### config.mk
export PLATFORM = sky130hd
export DESIGN_NAME = aud_serial_rx
export DESIGN_NICKNAME = d
export VERILOG_FILES = /design/src/rtl/aud_rx_pkg.sv /design/src/rtl/aud_rx_sync.sv /design/src/rtl/aud_rx_edge.sv /design/src/rtl/aud_rx_word.sv /design/src/rtl/aud_rx_frame.sv /design/src/rtl/aud_serial_rx.sv
export SDC_FILE = /design/constraint.sdc
export NUM_CORES = 1
export LEC_CHECK = 0
export BUFFER_PORTS_ARGS = -buffer_cell sky130_fd_sc_hd__buf_2
export CORE_MARGIN = 2
export CORE_UTILIZATION = 57
export DETAILED_ROUTE_END_ITERATION = 12
export GPL_TIMING_DRIVEN = 0
export HOLD_SLACK_MARGIN = 0.12
export MAX_ROUTING_LAYER = met4
export PLACE_DENSITY = 0.85
export SLEW_MARGIN = 30
export SYNTH_ARGS = -nofsm -noshare
export SYNTH_HDL_FRONTEND = slang
export SYNTH_SLANG_ARGS = --single-unit
### constraint.sdc
create_clock -name clk -period 2.02 [get_ports clk]
set_input_delay 0.404 -clock clk [delete_from_list [all_inputs] [get_ports clk]]
set_output_delay 0.404 -clock clk [all_outputs]
set_load 0.01 [all_outputs]
### src/rtl/aud_rx_pkg.sv
// Shared types for the serial audio receiver.
package aud_rx_pkg;
    // Channel encoding carried by the select line.
    typedef enum logic {
        CH_LEFT  = 1'b0,
        CH_RIGHT = 1'b1
    } chan_e;
endpackage

### src/rtl/aud_rx_sync.sv
// Bank of multi-stage synchronizers, one chain per input bit.
// Assumes each input is a level that stays stable for several clk cycles.
module aud_rx_sync #(
    parameter int W      = 3,
    parameter int STAGES = 2
) (
    input  logic         clk,
    input  logic         rst_n,
    input  logic [W-1:0] d,
    output logic [W-1:0] q
);
    logic [STAGES-1:0][W-1:0] chain;

    // First stage samples the asynchronous inputs.
    always_ff @(posedge clk) begin
        if (!rst_n) chain[0] <= '0;
        else        chain[0] <= d;
    end

    genvar s;
    generate
        for (s = 1; s < STAGES; s++) begin : g_stage
            // Each later stage re-times the previous one.
            always_ff @(posedge clk) begin
                if (!rst_n) chain[s] <= '0;
                else        chain[s] <= chain[s-1];
            end
        end
    endgenerate

    assign q = chain[STAGES-1];
endmodule

### src/rtl/aud_rx_edge.sv
// Bit-clock rise detector and word-boundary finder.
// Assumes synchronized inputs. The effective select level is the raw level
// (left-aligned) or the level from the previous bit (standard framing).
// Boundaries are reported only once two rises have primed the history.
module aud_rx_edge (
    input  logic clk,
    input  logic rst_n,
    input  logic lj_mode,
    input  logic bclk_s,
    input  logic ws_s,
    output logic bclk_rise,
    output logic word_end,
    output logic end_chan
);
    logic       bclk_d;
    logic       ws_last;
    logic       eff_prev;
    logic [1:0] prime_cnt;
    logic       eff_now;

    assign bclk_rise = bclk_s & ~bclk_d;
    assign eff_now   = lj_mode ? ws_s : ws_last;
    assign word_end  = bclk_rise && (prime_cnt == 2'd2) && (eff_now != eff_prev);
    assign end_chan  = eff_prev;

    // Track bit-clock history, select history and the priming count.
    always_ff @(posedge clk) begin
        if (!rst_n) begin
            bclk_d    <= 1'b0;
            ws_last   <= 1'b0;
            eff_prev  <= 1'b0;
            prime_cnt <= 2'd0;
        end else begin
            bclk_d <= bclk_s;
            if (bclk_rise) begin
                ws_last  <= ws_s;
                eff_prev <= eff_now;
                if (prime_cnt != 2'd2) prime_cnt <= prime_cnt + 2'd1;
            end
        end
    end
endmodule

### src/rtl/aud_rx_word.sv
// Serial-to-parallel word assembler with width adaptation.
// Bits fill the word MSB first. Bits past OUT_W are dropped, unfilled
// bits stay zero. The word is complete when word_end is seen.
module aud_rx_word #(
    parameter int OUT_W = 16
) (
    input  logic             clk,
    input  logic             rst_n,
    input  logic             bclk_rise,
    input  logic             word_end,
    input  logic             sd_s,
    output logic [OUT_W-1:0] word,
    output logic             word_ok
);
    localparam int CW = $clog2(OUT_W + 1);
    localparam int IW = (OUT_W > 1) ? $clog2(OUT_W) : 1;

    logic [OUT_W-1:0] acc;
    logic [CW-1:0]    cnt;
    logic             started;
    logic [IW-1:0]    wr_pos;

    assign wr_pos  = IW'(OUT_W - 1) - IW'(cnt);
    assign word    = acc;
    assign word_ok = started;

    // Start a new word on a boundary, otherwise place the next bit if room remains.
    always_ff @(posedge clk) begin
        if (!rst_n) begin
            acc     <= '0;
            cnt     <= '0;
            started <= 1'b0;
        end else if (bclk_rise) begin
            if (word_end) begin
                acc     <= {sd_s, {(OUT_W-1){1'b0}}};
                cnt     <= CW'(1);
                started <= 1'b1;
            end else if (cnt < CW'(OUT_W)) begin
                acc[wr_pos] <= sd_s;
                cnt         <= cnt + CW'(1);
            end
        end
    end
endmodule

### src/rtl/aud_rx_frame.sv
// Pairs completed words into stereo frames and drives the outputs.
// A left word is held until its right partner completes. Words from
// before the first boundary (word_ok low) are ignored.
module aud_rx_frame #(
    parameter int OUT_W = 16
) (
    input  logic             clk,
    input  logic             rst_n,
    input  logic             word_end,
    input  logic             end_chan,
    input  logic [OUT_W-1:0] word,
    input  logic             word_ok,
    output logic [OUT_W-1:0] left_o,
    output logic [OUT_W-1:0] right_o,
    output logic             valid_o
);
    import aud_rx_pkg::*;

    logic [OUT_W-1:0] left_hold;
    logic             left_ok;
    chan_e            ch;

    assign ch = chan_e'(end_chan);

    // Latch left words and publish a pair when a right word closes it.
    always_ff @(posedge clk) begin
        if (!rst_n) begin
            left_hold <= '0;
            left_ok   <= 1'b0;
            left_o    <= '0;
            right_o   <= '0;
            valid_o   <= 1'b0;
        end else begin
            valid_o <= 1'b0;
            if (word_end && word_ok) begin
                if (ch == CH_LEFT) begin
                    left_hold <= word;
                    left_ok   <= 1'b1;
                end else if (left_ok) begin
                    left_o  <= left_hold;
                    right_o <= word;
                    valid_o <= 1'b1;
                    left_ok <= 1'b0;
                end
            end
        end
    end
endmodule

### src/rtl/aud_serial_rx.sv
// Top of the stereo serial audio receiver.
// Assumes clk is at least 4x the bit clock and lj_mode is static.
module aud_serial_rx #(
    parameter int OUT_W = 16
) (
    input  logic             clk,
    input  logic             rst_n,
    input  logic             lj_mode,
    input  logic             bclk_i,
    input  logic             ws_i,
    input  logic             sd_i,
    output logic [OUT_W-1:0] left_o,
    output logic [OUT_W-1:0] right_o,
    output logic             valid_o
);
    logic             bclk_s, ws_s, sd_s;
    logic             bclk_rise, word_end, end_chan;
    logic [OUT_W-1:0] word;
    logic             word_ok;

    aud_rx_sync #(.W(3), .STAGES(2)) sync_i (
        .clk   (clk),
        .rst_n (rst_n),
        .d     ({bclk_i, ws_i, sd_i}),
        .q     ({bclk_s, ws_s, sd_s})
    );

    aud_rx_edge edge_i (
        .clk       (clk),
        .rst_n     (rst_n),
        .lj_mode   (lj_mode),
        .bclk_s    (bclk_s),
        .ws_s      (ws_s),
        .bclk_rise (bclk_rise),
        .word_end  (word_end),
        .end_chan  (end_chan)
    );

    aud_rx_word #(.OUT_W(OUT_W)) word_i (
        .clk       (clk),
        .rst_n     (rst_n),
        .bclk_rise (bclk_rise),
        .word_end  (word_end),
        .sd_s      (sd_s),
        .word      (word),
        .word_ok   (word_ok)
    );

    aud_rx_frame #(.OUT_W(OUT_W)) frame_i (
        .clk      (clk),
        .rst_n    (rst_n),
        .word_end (word_end),
        .end_chan (end_chan),
        .word     (word),
        .word_ok  (word_ok),
        .left_o   (left_o),
        .right_o  (right_o),
        .valid_o  (valid_o)
    );
endmodule

Yosys cells after proc, flatten, opt, wreduce, memory -nomap -nowiden
Index checks and enable logic that the tools add are counted.
Word-level totals
  register bits: 83
  latch bits: 0
  bits in writable memories: 0
  ROM bits: 0
  bits of input ports: 6
  output and inout port bits: 33
  logic and storage cells: 47
  memories kept: 0
Cells by class
  add/sub/neg operators: 3
  multipliers: 0
  div/mod/pow operators: 0
  $lt $le $gt $ge: 3
  equality and inequality tests: 3
  shift operators: 0
  mux-type cells: 10
  bitwise logic cells: 3
  reductions and logical operators: 11
Operators by type and width (count)
  $mux W16: 2
  $bwmux W16: 1
  $mux W5: 2
  $reduce_and A2 Y1: 4
  $reduce_and A3 Y1: 2
  $add A5 B1 Y5 const B: 1
  $lt A4 B5 Y1 const B: 1
  $lt A5 B5 Y1 const B: 1
  $demux W1 S4: 1
  $ge A4 B1 Y1 const B: 1
  $logic_and A1 B1 Y1: 4
  $mux W1: 4
  $sub A4 B4 Y4 const A: 1
  $add A2 B1 Y2 const B: 1
  $eq A2 B2 Y1 const B: 1
  $ne A2 B2 Y1 const B: 1
  $not A1 Y1: 2
  $reduce_bool A2 Y1: 1
  $and A1 B1 Y1: 1
  $ne A1 B1 Y1: 1

Longest topological paths before layout
  depth after elaboration: 8
  depth in mapped cells: 8
  depth with buffers taken out: 6

Cells and area by module
From an unflattened synthesis, not the netlist that was laid out.
Second synthesis, totals
  cell total of the unflattened synthesis: 331
  area, all modules: 3393.3 sq um
By module, submodules not included
  aud_rx_frame: instances 1, cells an instance 180, area each 1865.5 sq um, sequential area each 1001.0 sq um
  aud_rx_word: instances 1, cells an instance 115, area each 1112.3 sq um, sequential area each 440.4 sq um
  aud_rx_edge: instances 1, cells an instance 21, area each 235.2 sq um, sequential area each 100.1 sq um
  aud_rx_sync: instances 1, cells an instance 15, area each 180.2 sq um, sequential area each 120.1 sq um

Worst setup path before layout
Ideal clock, no wire load.
  path type: reg2reg
  start: register edge_i.prime_cnt[0]
  end: register frame_i.right_o[1]
  setup time: 0.116 ns
  arrival: 1.517 ns
  required time: 1.904 ns
  slack: 0.387 ns
  cell stages (with the launch flop): 9
  buffers on the path: 2
  clock period less this slack: 1.633 ns
  cell sequence: dfxtp_1 -> inv_1 -> ha_1 -> nand4b_1 -> or3b_1 -> clkbuf_1 -> buf_2 -> nand2_1 -> a21boi_1
On the way
  word-level cells in the longest chain between the ends: 5
RTL lines
  start, declared: RTL line aud_rx_edge.sv:18  | logic [1:0] prime_cnt;
  start signal, assigned: RTL line aud_rx_edge.sv:38  | if (prime_cnt != 2'd2) prime_cnt <= prime_cnt + 2'd1;
  $eq A2 B2 Y1: RTL line aud_rx_edge.sv:23  | assign word_end = bclk_rise && (prime_cnt == 2'd2) && (eff_now != eff_prev);
  $logic_and A1 B1 Y1 (2 in a row): RTL line aud_rx_edge.sv:23
  $logic_and A1 B1 Y1: RTL line aud_rx_frame.sv:35  | if (word_end && word_ok) begin
  $reduce_and A3 Y1 (no source line)
  end signal, assigned: RTL line aud_rx_frame.sv:41  | right_o <= word;
  end, declared: RTL line aud_rx_frame.sv:14  | output logic [OUT_W-1:0] right_o,
Every way passes these cells.
A chain may end at the register's enable or synchronous reset.

Worst setup path in the final report
  start: register edge_i.prime_cnt[0]
  end: register frame_i.left_hold[6]
On the way
  word-level cells in the longest chain between the ends: 5
RTL lines
  $eq A2 B2 Y1: RTL line aud_rx_edge.sv:23
  $logic_and A1 B1 Y1 (2 in a row): RTL line aud_rx_edge.sv:23
  $logic_and A1 B1 Y1: RTL line aud_rx_frame.sv:35
  $reduce_and A2 Y1 (no source line)
  end signal, assigned: RTL line aud_rx_frame.sv:37  | left_hold <= word;
  end, declared: RTL line aud_rx_frame.sv:19  | logic [OUT_W-1:0] left_hold;
Every way passes these cells.

==> impl_metrics.toml <==
[layout]
drive_gt1_share_pct = 18.0
diodes = 0
nets = 418
syn_to_final_growth_pct = 16.0
final_cells = 484
fillers = 440
layout_common_cells = "nand2_1 (102), dfxtp_1 (83), buf_2 (47)"
final_common_cell = "nand2_1"

[drt]
drtAntennaViolNets = 0
routed_wl_mm = 6.42
vias = 2468
drtIter0Drc = 129
wl_per_cell_microns = 13.3
drc = 0
vias_per_cell = 5.10
dr.pass1.iters = 4

[sta]
hold_viol_final = 0
rsz0062_at_grt = "true"
final_max_slew_viol_count = 0
post-route-period-util_pct = 95.9
worst_slack_ps = 83.7
tightestPinTransition_ps = 431
setup_viol = 0
period_needed_ps = 1940
max_freq_ghz = 0.516
slew-limit-headroom_pct = 71.3
worst_clock_skew_ps = 9.54
hold_ws_ps = 251

[worst_setup_path]
crit_slowest_cell = "or3_1"
crit_fanout = 10
worst_path_largest_cell_delay_ps = 330
startpoint_type = "flip-flop"
worstPathCellList = "inv_1, ha_2, nand4b_1, buf_4, or3_1, buf_2, buf_6, nand2_1, a21boi_1"
end_kind = "flip-flop"
worstPathArrival_ps = 2190
critPathKind = "reg -> reg"
worstPathRequired_ps = 2280

[power_and_ir_drop]
seq_power_share_pct = 56.1
irDropWorstVdd_uv = 559
power.density_nw_per_um2 = 788
power_frac_clock_pct = 40.7
p_comb_share_pct = 3.1
p_sw_share_pct = 23.2
p_leak_nw = 1.55
p_switching_w = 0.000685
intPower_w = 0.00227
fin_total_pwr_w = 0.00295

[floorplanning]
start_util_pct = 59.0
die_y_microns = 79.3
core_sq_um = 5470
die_w_microns = 79.3
num_rows = 27
dieArea_sq_um = 6280
ios = 39

[yosys]
syn_area_per_cell_sq_um = 9.07
synth_edf_count = 0
ys_seq_area_share_pct = 51.5
syn_nets = 367
async_flop_share_pct = 0
synth_top_area_share_pct = 51.5
synth_cell_types = 32
yosys_warnings = 0
yosys.area.top_type = "dfxtp_1"
yosys-top-cells-area = "dfxtp_1 (51%), nand2_1 (12%), a21boi_1 (9.3%)"
synthCells = 356
syn_area_sq_um = 3230
synthFlopType = "dfxtp_1"
ys_seq_elements = 83

[cts]
clockRootBuffer = "clkbuf_8"
clock_sinks = 83
postCtsHoldBufs = 0
clk_pin_slew_worst_paths_ps = 90
numCtsBuffers = 9
cts_tree = "done"
clock_path_buffers = 2
insertion_delay_ps = 360
cts_max_level = 3

[worst_hold_path]
hold_path_class = "in -> reg"

[global_routing]
grt_pass1_wl_mm = 10.9
grt.total_usage_pct = 23.2
grt_max_degree = 16
antenna_found_initial = 0
grt_overflow_total = 0
first_global_vias = 2355

[flow_run]
maxCapViolations = 0

[placed_design]
preCtsSetupSlack_ps = 107
dp_hpwl_mm = 4.63
gp_congestion = 0.907
dp_cells = 466
port_buffers = 38

[run_status]
status = "completed"
[state kept, by name, summed over array words and instances, names as in the netlist]
signal             flops
edge_i.bclk_d          1
edge_i.end_chan        1
edge_i.prime_cnt       2
edge_i.ws_last         1
frame_i.left_hold     16
frame_i.left_o        16
frame_i.left_ok        1
frame_i.right_o       16
frame_i.valid_o        1
sync_i.chain           3
sync_i.q               3
word_i.cnt             5
word_i.word           16
word_i.word_ok         1
[final cells by class]
| cell class | instances | area [sq um] | share of cell area, % |
|---|---|---|---|
| multi-input cells | 248 | 1460 | 39.0 |
| clock buffers | 9 | 124 | 3.31 |
| clock inverters | 7 | 77.6 | 2.07 |
| flip-flops and latches | 83 | 1660 | 44.4 |
| inverters | 3 | 11.3 | 0.301 |
| repair buffers | 40 | 205 | 5.48 |
| well taps | 72 | 90.1 | 2.40 |
| plain buffers | 22 | 116 | 3.11 |
[critical path: cells and delay by family (launching register included)]
| kind | cells | cell delay (ps) |
|---|---|---|
| buf+inv | 4 | 640 |
| compound gates | 1 | 70 |
| fa+ha+maj | 1 | 210 |
| flops | 1 | 310 |
| simple gates | 3 | 610 |
[cells in the mapped netlist, types with 5 or more instances]
| master | count |
|---|---|
| a21boi_0 | 8 |
| a21boi_1 | 40 |
| and2_1 | 10 |
| buf_2 | 11 |
| clkbuf_1 | 9 |
| dfxtp_1 | 83 |
| ha_1 | 5 |
| mux2i_1 | 17 |
| nand2_1 | 102 |
| nand3_1 | 15 |
| nor2_1 | 21 |
| nor2b_1 | 5 |
[per-stage QoR]
| stage | TNS, ps | cell area (sq um) | util (%) |
|---|---|---|---|
| floorplan | 0 | 3230 | - |
| global placement | 0 | 3510 | 64.1 |
| detailed placement | 0 | 3510 | 64.1 |
| CTS | 0 | 3710 | 67.8 |
| global route | -123 | 3750 | 68.4 |
| finish | 0 | 3750 | 68.4 |
[power by group through the flow]
stage               Sequential, W  Combinational, W  Clock (W)
floorplan                 0.00169         0.0000691          0
global placement          0.00169         0.0000892          0
detailed placement        0.00169         0.0000917          0
CTS                       0.00166         0.0000922    0.00121
global route              0.00166          0.000103    0.00129
finish                    0.00166         0.0000925    0.00120
[final timing paths]
check | from | endpoint | slack (ps) | cells after the start
max | edge_i.prime_cnt[0] | frame_i.left_hold[6] | 80 | 9
min | sd_i | sync_i.chain[0] | 250 | 2
max reg2reg | edge_i.prime_cnt[0] | frame_i.left_hold[6] | 80 | 9
min reg2reg | sync_i.chain[1] | sync_i.q[1] | 440 | 1
[metal layers]
layer / part of all wire [%] / up-vias / GRT usage [%] / wire, microns
li1: - / 1273 / - / -
met1: 46 / 1141 / 27.6 / 2920
met2: 49 / 48 / 38.9 / 3140
met3: 4.4 / 6 / 3.41 / 285
met4: 1.1 / 0 / 10.7 / 73
met5: 0 / - / - / 0
[kinds of logic (layout without fill, tap and decap cells)]
kind of cell	after synthesis	after routing	share of synthesized area, %
buf+inv	25	81	3.80
mux	19	19	6.39
fa+ha+maj	5	5	1.94
flops	83	83	51.5
xor+xnor	4	4	1.09
compound gates	57	57	13.1
simple gates	163	163	22.2
[timing repair]
action / in CTS / in global routing
setup buffers: 0 / 2
gates resized for setup: 0 / 6
hold endpoints to repair: 0 / 0
setup endpoints to repair: 0 / 17
(Power assumes the default switching activity.)
